[config.mk]
export PLATFORM = sky130hd
export DESIGN_NAME = rename_matrix
export DESIGN_NICKNAME = d
export VERILOG_FILES = /design/src/rtl/rm_pkg.sv /design/src/rtl/rm_sel_decode.sv /design/src/rtl/rm_cell_column.sv /design/src/rtl/rm_row_or.sv /design/src/rtl/rename_matrix.sv
export SDC_FILE = /design/constraint.sdc
export NUM_CORES = 1
export LEC_CHECK = 0
export ABC_AREA = 1
export ABC_CLOCK_PERIOD_IN_PS = 3790
export CAP_MARGIN = 40
export CORE_ASPECT_RATIO = 1.1
export CORE_MARGIN = 3
export CORE_UTILIZATION = 60
export CTS_CLUSTER_DIAMETER = 80
export CTS_CLUSTER_SIZE = 12
export DETAILED_ROUTE_END_ITERATION = 7
export MAX_ROUTING_LAYER = met4
export PLACE_DENSITY = 0.86
export SYNTH_ARGS = -nofsm -noshare
export SYNTH_HDL_FRONTEND = slang
export SYNTH_SLANG_ARGS = --single-unit
[constraint.sdc]
create_clock -name clk -period 3.79 [get_ports clk]
set_clock_uncertainty 0.15 [all_clocks]
set_input_delay 0.9475 -clock clk [delete_from_list [all_inputs] [get_ports clk]]
set_output_delay 0.9475 -clock clk [all_outputs]
set_load 0.01 [all_outputs]
[src/rtl/rm_pkg.sv]
package rm_pkg;

    // How the lookup column select is presented on set_a_col_i
    typedef enum logic {
        SEL_ONEHOT = 1'b0,
        SEL_BINARY = 1'b1
    } sel_mode_e;

    function automatic int idx_width(input int n);
        return (n > 1) ? $clog2(n) : 1;
    endfunction

endpackage

[src/rtl/rm_sel_decode.sv]
module rm_sel_decode
    import rm_pkg::*;
#(
    parameter int        NVIRT    = 16,
    parameter sel_mode_e SEL_MODE = SEL_ONEHOT
) (
    input  logic             en_i,
    input  logic [NVIRT-1:0] sel_i,
    output logic [NVIRT-1:0] col_hot_o
);

    localparam int IDXW = idx_width(NVIRT);

    generate
        if (SEL_MODE == SEL_ONEHOT) begin : g_onehot
            assign col_hot_o = en_i ? sel_i : '0;
        end else begin : g_binary
            // Enable gates each comparator so idle columns do not toggle
            for (genvar c = 0; c < NVIRT; c++) begin : g_col
                assign col_hot_o[c] = en_i && (sel_i[IDXW-1:0] == IDXW'(c));
            end
        end
    endgenerate

endmodule

[src/rtl/rm_cell_column.sv]
module rm_cell_column #(
    parameter int NISA = 8
) (
    input  logic            clk,
    input  logic            rst,
    input  logic [NISA-1:0] a_row_i,
    input  logic            a_hit_i,
    input  logic [NISA-1:0] b_row_i,
    input  logic            b_hit_i,
    input  logic            clr_i,
    output logic [NISA-1:0] bits_o
);

    logic [NISA-1:0] set_vec;

    always_comb begin
        set_vec = '0;
        if (a_hit_i) set_vec = set_vec | a_row_i;
        if (b_hit_i) set_vec = set_vec | b_row_i;
    end

    // Clear outranks set on the same column
    always_ff @(posedge clk) begin
        if (rst || clr_i) bits_o <= '0;
        else              bits_o <= bits_o | set_vec;
    end

endmodule

[src/rtl/rm_row_or.sv]
module rm_row_or #(
    parameter int NISA  = 8,
    parameter int NVIRT = 16
) (
    input  logic [NVIRT-1:0][NISA-1:0] cells_i,
    input  logic [NVIRT-1:0]           col_hot_i,
    output logic [NISA-1:0]            rows_o
);

    always_comb begin
        rows_o = '0;
        for (int c = 0; c < NVIRT; c++) begin
            rows_o = rows_o | (cells_i[c] & {NISA{col_hot_i[c]}});
        end
    end

endmodule

[src/rtl/rename_matrix.sv]
module rename_matrix
    import rm_pkg::*;
#(
    parameter int        NISA     = 8,
    parameter int        NVIRT    = 16,
    parameter sel_mode_e SEL_MODE = SEL_ONEHOT
) (
    input  logic             clk,
    input  logic             rst,
    input  logic [NISA-1:0]  set_a_row_i,
    input  logic [NVIRT-1:0] set_a_col_i,
    input  logic [NISA-1:0]  set_b_row_i,
    input  logic [NVIRT-1:0] set_b_col_i,
    input  logic [NVIRT-1:0] clr_col_i,
    input  logic             xl_en_i,
    output logic [NISA-1:0]  xl_row_o,
    output logic             xl_hit_o
);

    logic [NVIRT-1:0][NISA-1:0] cell_q;
    logic [NVIRT-1:0]           a_col_set;
    logic [NVIRT-1:0]           xl_col_hot;
    logic [NISA-1:0]            xl_rows;

    // Port A's column wires serve lookup while xl_en_i is high
    assign a_col_set = xl_en_i ? '0 : set_a_col_i;

    rm_sel_decode #(
        .NVIRT    (NVIRT),
        .SEL_MODE (SEL_MODE)
    ) u_dec (
        .en_i      (xl_en_i),
        .sel_i     (set_a_col_i),
        .col_hot_o (xl_col_hot)
    );

    generate
        for (genvar c = 0; c < NVIRT; c++) begin : g_col
            rm_cell_column #(
                .NISA (NISA)
            ) u_col (
                .clk     (clk),
                .rst     (rst),
                .a_row_i (set_a_row_i),
                .a_hit_i (a_col_set[c]),
                .b_row_i (set_b_row_i),
                .b_hit_i (set_b_col_i[c]),
                .clr_i   (clr_col_i[c]),
                .bits_o  (cell_q[c])
            );
        end
    endgenerate

    rm_row_or #(
        .NISA  (NISA),
        .NVIRT (NVIRT)
    ) u_or (
        .cells_i   (cell_q),
        .col_hot_i (xl_col_hot),
        .rows_o    (xl_rows)
    );

    always_ff @(posedge clk) begin
        if (rst) begin
            xl_row_o <= '0;
            xl_hit_o <= 1'b0;
        end else begin
            xl_row_o <= xl_rows;
            xl_hit_o <= |xl_rows;
        end
    end

endmodule

==> flow_summary.json, run 1 <==
{
  "track_usage_pct": 34.6,
  "ios": 76,
  "critical_path_class": "input pin to flop",
  "synth_area_um2": 6500,
  "setup_viol": 0,
  "r2r_cells": 8,
  "holdPathStages": 2,
  "fp.dieW_um": 105,
  "holdWs_ns": 0.368,
  "vias_per_cell": 5.99,
  "antenna_found_initial": 0,
  "vdd_ir_drop_max_mv": 0.361,
  "ys_warn_count": 0,
  "ant_nets": 0,
  "tns_ns": 0,
  "r2r_start": "g_col[0].u_col.bits_o[1]",
  "drive_gt1_share_pct": 7.39,
  "hpwl_um": 13000,
  "n_antenna_cell": 0,
  "arrival_ns": 2.67,
  "cap_violations": 0,
  "cts_tree": "done",
  "vias": 6611,
  "hold_viol_final": 0,
  "root_buffer": "clkbuf_16",
  "floorplan.initialDensity_pct": 61.9,
  "core_area_um2": 10500,
  "drc": 0,
  "cp_max_fo": 21,
  "fin_crit_ns": 2.48,
  "seq_area_frac_synth_pct": 42.2,
  "required_ns": 3.98,
  "post-place-ws_ns": 0.946,
  "slew_headroom_pct": 34.6,
  "r2r_end": "xl_hit_o",
  "post_cts_resized": 0,
  "rsz0062_at_grt": "false",
  "synth_nets": 1002,
  "worst_slew_pin_slew_ns": 0.978,
  "clk_pin_slew_ns": 0.05,
  "cts.sinks": 137,
  "maxSlewViolCount": 0,
  "worstSkewPairLatency_ns": 0.42,
  "fmax_mhz": 403,
  "finalWeightedCongestion": 0.982,
  "grt_overflow": 0,
  "layout_common_cells": "a21oi_1, nand2_1, dfxtp_1, nand3_1, clkdlybuf4s50_1",
  "final_common_cell": "a21oi_1",
  "stdcell_area_um2": 7670,
  "hold_path.startpoint": "g_col[7].u_col.bits_o[1]",
  "grt_max_degree": 60,
  "synth-seq-cells": 137,
  "cts_buffers": 17,
  "syn_inst": 935,
  "powerDensity_nw_per_um2": 465,
  "status": "finished, final reports clean",
  "die_y_um": 115,
  "clock_path_buffers": 2,
  "grt_pass1_wl_um": 31400,
  "place_area_um2": 7140,
  "drtIter0Drc": 570,
  "nets": 1019,
  "h-tree-depth": 4,
  "endpoint_kind": "flop",
  "wirelength_um": 20300,
  "fin_crit_sh_pct": 65.4,
  "io_buffers": 75,
  "netlist-cell-type-count": 18,
  "hold_end": "g_col[7].u_col.bits_o[1]",
  "syn_to_final_growth_pct": 18.1,
  "leakage_nw": 3.22,
  "hp-class": "flop to flop",
  "drt_first_pass_iters": 5,
  "r2r_slack_ns": 2.36,
  "first_global_vias": 6166,
  "fillers": 841,
  "wl_per_cell_um": 18.4,
  "fp-row-count": 39,
  "cp-start-kind": "input pin",
  "setup_ws_ns": 1.31,
  "syn_avg_cell_area_um2": 6.95,
  "postCtsHoldBufs": 0,
  "post_cts_buffers": 0,
  "fp.dieArea_um2": 12100,
  "startpoint": "rst"
}
-- metrics by stage --
stage / total power, mW / cells / utilization [%]
after CTS: 3.54 / 1104 / 73.1
final: 3.57 / 1104 / 73.1
after global placement: 2.06 / 1070 / 67.3
after global routing: 3.67 / 1104 / 73.1
after floorplan: 1.89 / 935 / -
after detailed placement: 2.08 / 1076 / 68.1
-- area by class of cell --
class | instances | area [um^2] | share of cell area [%]
multi-input combinational | 677 | 3220 | 41.9
sequential | 137 | 2740 | 35.8
tap | 143 | 179 | 2.33
clock buffer | 25 | 515 | 6.72
timing repair buffer | 85 | 873 | 11.4
inverter | 34 | 128 | 1.66
clock inverter | 3 | 15.0 | 0.196
-- power by group --
part	internal, mW	leakage, nW	switching [mW]	total (mW)
Clock	0.921	0.267	0.581	1.50
Combinational	0.196	1.83	0.313	0.509
Sequential	1.52	1.12	0.0379	1.55
-- worst max-delay path by stage --
stage	end	slack, ns	cells past startpoint
2_1_floorplan	xl_hit_o	1.64	11
3_3_place_gp	g_col[13].u_col.bits_o[6]	1.01	3
3_5_place_dp	g_col[13].u_col.bits_o[7]	0.95	3
4_1_cts	g_col[6].u_col.bits_o[7]	1.33	3
5_1_grt	g_col[13].u_col.bits_o[0]	1.31	3
6_report	g_col[13].u_col.bits_o[7]	1.31	3
-- state kept, by name, summed over array words and instances, names as in the netlist --
name	flops
xl_hit_o	1
xl_row_o	8
g_col.u_col.bits_o	128
-- per-layer routing --
| layer | global-route usage, % | routed length (um) | vias to the layer above |
|---|---|---|---|
| met3 | 4.77 | 1940 | 104 |
| met5 | - | 0 | - |
| met2 | 57.6 | 9790 | 383 |
| li1 | - | - | 3115 |
| met4 | 21.0 | 1140 | 0 |
| met1 | 39.9 | 7410 | 3009 |
-- Yosys cell counts --
cell / n / area share (%)
nand2_2: 3 / 0.29
buf_8: 1 / 0.23
nand3_2: 3 / 0.46
clkbuf_1: 33 / 1.9
buf_6: 9 / 1.6
o21ai_1: 3 / 0.23
nand3_1: 86 / 6.6
nor2_1: 54 / 3.1
dfxtp_1: 137 / 42
nor2_2: 2 / 0.19
a21oi_1: 257 / 20
inv_1: 34 / 2.0
buf_2: 3 / 0.23
buf_1: 41 / 2.4
o21ai_0: 7 / 0.54
nand2_1: 236 / 14
nor2_8: 10 / 3.1
or2_2: 16 / 1.5
-- kinds of logic after synthesis --
family / Yosys count / synth area share, %
buf+inv: 121 / 8.26
compound gates: 267 / 20.6
simple gates: 410 / 28.9
flops: 137 / 42.2
-- critical path, stage by stage --
cell	delay, ns
clkdlybuf4s50_1	0.91
or2_2	0.62
a21oi_1	0.18
Power figures use the tool's default switching activity.
==> run 2, diff against run 1 <==
- ABC_CLOCK_PERIOD_IN_PS: 3790 -> 2100
- CORE_UTILIZATION: 60 -> 51
- PLACE_DENSITY: 0.86 -> 0.78
- clock period: 3.79 -> 2.1 ns (I/O delays scaled with it)
==> run 2 against run 1 <==
Effect of this change: die area grew 17%; final area grew 5.4%; combinational power grew 93%; non-clock buffer count grew 42; flip-flop and latch count is the same; clock power grew 110%; via count shrank 0.62%; hold slack gained 0.0030 ns; critical path type is now flop to output pin; critical endpoint is now xl_row_o[6].
==> flow_summary.json, run 2 (same netlist as run 1, synthesis figures left out) <==
{
  "grt_overflow": 0,
  "fillers": 1068,
  "regMostFlops": "g_col.u_col.bits_o",
  "core_area_um2": 12200,
  "fp-row-count": 42,
  "regArea_um2": 2740,
  "hold_viol_final": 0,
  "dp_cells": 1129,
  "ant_nets": 0,
  "clk_pin_slew_ns": 0.06,
  "fp.dieArea_um2": 14100,
  "cts_tree": "done",
  "cp_num_buf_inv": 1,
  "endpoint_kind": "output pin",
  "final_cells": 1161,
  "grt_pass1_wl_um": 31300,
  "setup_viol": 0,
  "slowest_stage": "clkdlybuf4s50_1",
  "critical_path_class": "flop to output pin",
  "vias_per_cell": 5.66,
  "required_ns": 1.42,
  "postCtsHoldBufs": 0,
  "slew_headroom_pct": 71.7,
  "die_y_um": 124,
  "cp-start-kind": "flop",
  "post_cts_resized": 0,
  "finalWeightedCongestion": 0.948,
  "status": "finished, final reports clean",
  "worstSkewPairLatency_ns": 0.42,
  "leakage_nw": 3.46,
  "antenna_found_initial": 0,
  "final_common_cell": "a21oi_1",
  "crit_chain": "clkdlybuf4s50_1",
  "fmax_mhz": 504,
  "vdd_ir_drop_max_mv": 0.800,
  "track_usage_pct": 28.9,
  "cts.sinks": 137,
  "post_cts_buffers": 0,
  "syn_to_final_growth_pct": 24.4,
  "floorplan.initialDensity_pct": 53.1,
  "root_buffer": "clkbuf_16",
  "clock_path_buffers": 2,
  "hp-class": "flop to flop",
  "first_global_vias": 6224,
  "grt_max_degree": 54,
  "n_antenna_cell": 0,
  "wirelength_um": 19900,
  "holdWs_ns": 0.371,
  "layout_common_cells": "a21oi_1, nand2_1, dfxtp_1, nand3_1, clkdlybuf4s50_1",
  "cp_max_fo": 1,
  "fp.dieW_um": 114,
  "fin_crit_ns": 1.99,
  "critPathMaxStageDelay_ns": 0.56,
  "wl_per_cell_um": 17.1,
  "cts_buffers": 17,
  "hpwl_um": 12600,
  "multi_input_comb_area_um2": 3220,
  "ios": 76,
  "io_buffers": 75,
  "cap_violations": 0,
  "powerDensity_nw_per_um2": 864,
  "vias": 6570,
  "drc": 0,
  "drive_gt1_share_pct": 11.8,
  "largest_reg_flops": 128,
  "fin_crit_sh_pct": 94.6,
  "worst_slew_pin_slew_ns": 0.424,
  "maxSlewViolCount": 0,
  "h-tree-depth": 4,
  "drt_first_pass_iters": 8,
  "reg_top3": "g_col.u_col.bits_o x128, xl_row_o x8, xl_hit_o x1",
  "path_delay_family": "buffers and inverters",
  "rsz0062_at_grt": "false",
  "arrival_ns": 1.31,
  "nets": 1061,
  "drtIter0Drc": 645
}
==> run 2: cell types whose count changed in the layout (fill, tap and decap cells not counted), sizes merged <==
cell,delta
buf,+42
bufinv,+4
clkbuf,-5
clkinv,+2
clkinvlp,+3
==> run 2: metrics by stage <==
step                TNS, ns  worst slack, ns  cell area (um^2)  total power [mW]  util (%)
floorplan                 0            0.376              6500              3.41         -
global placement     -0.267           -0.154              7440              3.81      60.8
detailed placement   -0.293           -0.143              7440              3.82      60.8
CTS                       0            0.112              8080              6.98      66.0
global route              0           0.0737              8080              7.21      66.0
finish                    0            0.114              8080              6.99      66.0
==> run 2: power by group <==
group	switching (mW)	total [mW]	internal, mW	leakage [nW]
combinational	0.566	0.982	0.416	2.03
clock	1.13	3.20	2.07	0.308
sequential	0.0687	2.80	2.74	1.12
==> run 2: final cells by class <==
cell class / count / share of cell area, %
clock buffers: 20 / 5.77
clock inverters: 12 / 2.12
inverters: 34 / 1.58
multi-input cells: 677 / 39.8
flip-flops and latches: 137 / 33.9
well taps: 154 / 2.38
repair buffers: 127 / 14.4
==> run 2: metal layers <==
metal  up-vias  track usage (%)  wire length [um]
li1       3205                -                 -
met1      2956             34.3              7840
met2       318             47.3              9540
met3        91             5.73              1630
met4         0             12.6               884
met5         -                -                 0
==> run 2: final timing paths <==
check	startpoint	endpoint	slack, ns	cells after the start
setup / recovery	xl_row_o[6]	xl_row_o[6]	0.11	1
hold / removal	g_col[0].u_col.bits_o[7]	g_col[0].u_col.bits_o[7]	0.37	2
setup reg to reg	g_col[13].u_col.bits_o[4]	xl_hit_o	0.67	9
hold reg to reg	g_col[0].u_col.bits_o[7]	g_col[0].u_col.bits_o[7]	0.37	2
==> run 3, diff against run 2 <==
- ABC_CLOCK_PERIOD_IN_PS: 2100 -> 2200
- CORE_UTILIZATION: 51 -> 56
- PLACE_DENSITY: 0.78 -> 0.81
- TNS_END_PERCENT: not set -> 5
- clock period: 2.1 -> 2.2 ns (I/O delays scaled with it)
==> run 3 against run 2 <==
Effect of this change: clock-buffer cell count down 2; final area down 1.5%; die area down 8.5%; critical path type unchanged; largest cell class unchanged; highest routed layer unchanged.
==> flow_summary.json, run 3 (same netlist as run 1, synthesis figures left out) <==
{
  "worst_slew_pin_slew_ns": 0.375,
  "r2r_end": "xl_hit_o",
  "arrival_ns": 1.31,
  "io_buffers": 75,
  "endpoint_kind": "output pin",
  "fin_crit_sh_pct": 91.3,
  "p_int_mw": 4.65,
  "die_y_um": 119,
  "path_delay_family": "buffers and inverters",
  "worstSkewPairLatency_ns": 0.43,
  "wirelength_um": 20200,
  "ant_nets": 0,
  "total_power_mw": 6.36,
  "drive_gt1_share_pct": 11.2,
  "fillers": 959,
  "largest_reg_flops": 128,
  "cp_max_fo": 1,
  "post_cts_resized": 0,
  "final_cells": 1148,
  "leakage_nw": 3.41,
  "cp.depth": 1,
  "critPathMaxStageDelay_ns": 0.54,
  "cts_buffers": 17,
  "critical_path_class": "flop to output pin",
  "post_cts_buffers": 0,
  "cts.sinks": 137,
  "r2r_slack_ns": 0.70,
  "hpwl_um": 12600,
  "h-tree-depth": 4,
  "hold_path.startpoint": "g_col[6].u_col.bits_o[5]",
  "crit_path_end": "xl_hit_o",
  "crit_chain": "clkdlybuf4s50_1",
  "root_buffer": "clkbuf_16",
  "startpoint": "xl_hit_o",
  "ios": 76,
  "regMostFlops": "g_col.u_col.bits_o",
  "hp-class": "flop to flop",
  "vias": 6655,
  "r2r_start": "g_col[7].u_col.bits_o[5]",
  "maxSlewViolCount": 0,
  "r2r_cells": 8,
  "clockPowerShare_pct": 43.2,
  "cp-start-kind": "flop",
  "hold_viol_final": 0,
  "drc": 0,
  "grt_max_degree": 55,
  "n_antenna_cell": 0,
  "cp_num_buf_inv": 1,
  "setup_viol": 0,
  "grt_overflow": 0,
  "track_usage_pct": 32.8,
  "required_ns": 1.50,
  "vias_per_cell": 5.80,
  "slowest_stage": "clkdlybuf4s50_1",
  "fp.dieW_um": 109,
  "first_global_vias": 6332,
  "drtIter0Drc": 590,
  "postCtsHoldBufs": 0,
  "drt_first_pass_iters": 8,
  "vdd_ir_drop_max_mv": 0.632,
  "switchingPower_mw": 1.71,
  "combPwrFrac_pct": 14.8,
  "fin_crit_ns": 2.01,
  "core_area_um2": 11100,
  "powerDensity_nw_per_um2": 799,
  "swShare_pct": 26.9,
  "dp_cells": 1116,
  "slew_headroom_pct": 74.9,
  "nets": 1055,
  "finalWeightedCongestion": 0.941,
  "syn_to_final_growth_pct": 22.6,
  "final_common_cell": "a21oi_1",
  "layout_common_cells": "a21oi_1, nand2_1, dfxtp_1, nand3_1, clkdlybuf4s50_1",
  "cts_tree": "done",
  "clk_pin_slew_ns": 0.06,
  "fmax_mhz": 498,
  "status": "finished, final reports clean",
  "clock_path_buffers": 2,
  "fp-row-count": 40,
  "power_frac_seq_pct": 42.0,
  "rsz0062_at_grt": "false",
  "antenna_found_initial": 0,
  "fp.dieArea_um2": 12900,
  "grt_pass1_wl_um": 31500,
  "wl_per_cell_um": 17.6,
  "reg_top3": "g_col.u_col.bits_o x128, xl_row_o x8, xl_hit_o x1",
  "floorplan.initialDensity_pct": 58.5,
  "cap_violations": 0
}
run 3: changes by cell type in the layout (fill, tap and decap cells not counted):
cell and delta:
bufinv_16 -2, clkinv_2 +4, clkbuf_1 +1, buf_12 +1, clkinvlp_4 -1, buf_4 -7
clkinv_4 +1, clkbuf_8 -3
run 3: worst min path at each step:
| stage | cells past startpoint | slack [ns] | end |
|---|---|---|---|
| after floorplan | 2 | 0.34 | g_col[6].u_col.bits_o[5] |
| after CTS | 2 | 0.37 | g_col[6].u_col.bits_o[1] |
| after global placement | 2 | 0.35 | g_col[6].u_col.bits_o[1] |
| after detailed placement | 2 | 0.36 | g_col[6].u_col.bits_o[1] |
| after global routing | 2 | 0.39 | g_col[13].u_col.bits_o[1] |
| final | 2 | 0.37 | g_col[6].u_col.bits_o[5] |
run 3: per-layer routing:
layer	share of wire [%]	GRT usage, %
met1	38	38.9
met3	8.8	6.50
met4	4.9	18.2
met5	0	-
met2	48	51.7
run 3: power by group through the flow:
stage	registers [mW]	clock network [mW]	logic (mW)
6_report	2.67	2.75	0.939
5_1_grt	2.69	2.85	1.02
4_1_cts	2.67	2.74	0.925
3_5_place_dp	2.73	0	0.915
3_3_place_gp	2.72	0	0.902
2_1_floorplan	2.72	0	0.539
run 3: layout make-up:
type | instances | area, um^2 | share of cell area [%]
Clock buffer | 18 | 429 | 5.39
Timing Repair Buffer | 121 | 1130 | 14.2
Clock inverter | 14 | 133 | 1.67
Tap cell | 147 | 184 | 2.31
Sequential cell | 137 | 2740 | 34.4
Inverter | 34 | 128 | 1.60
Multi-Input combinational cell | 677 | 3220 | 40.4
run 3: stage by stage:
| stage | worst slack, ns | setup TNS [ns] | util (%) | area, um^2 | hold slack [ns] |
|---|---|---|---|---|---|
| 4_1_cts | 0.193 | 0 | 71.7 | 7960 | 0.371 |
| 3_5_place_dp | -0.0903 | -0.100 | 66.6 | 7400 | 0.356 |
| 2_1_floorplan | 0.451 | 0 | - | 6500 | 0.339 |
| 6_report | 0.192 | 0 | 71.7 | 7960 | 0.371 |
| 3_3_place_gp | -0.0823 | -0.105 | 66.6 | 7400 | 0.347 |
| 5_1_grt | 0.182 | 0 | 71.7 | 7960 | 0.389 |
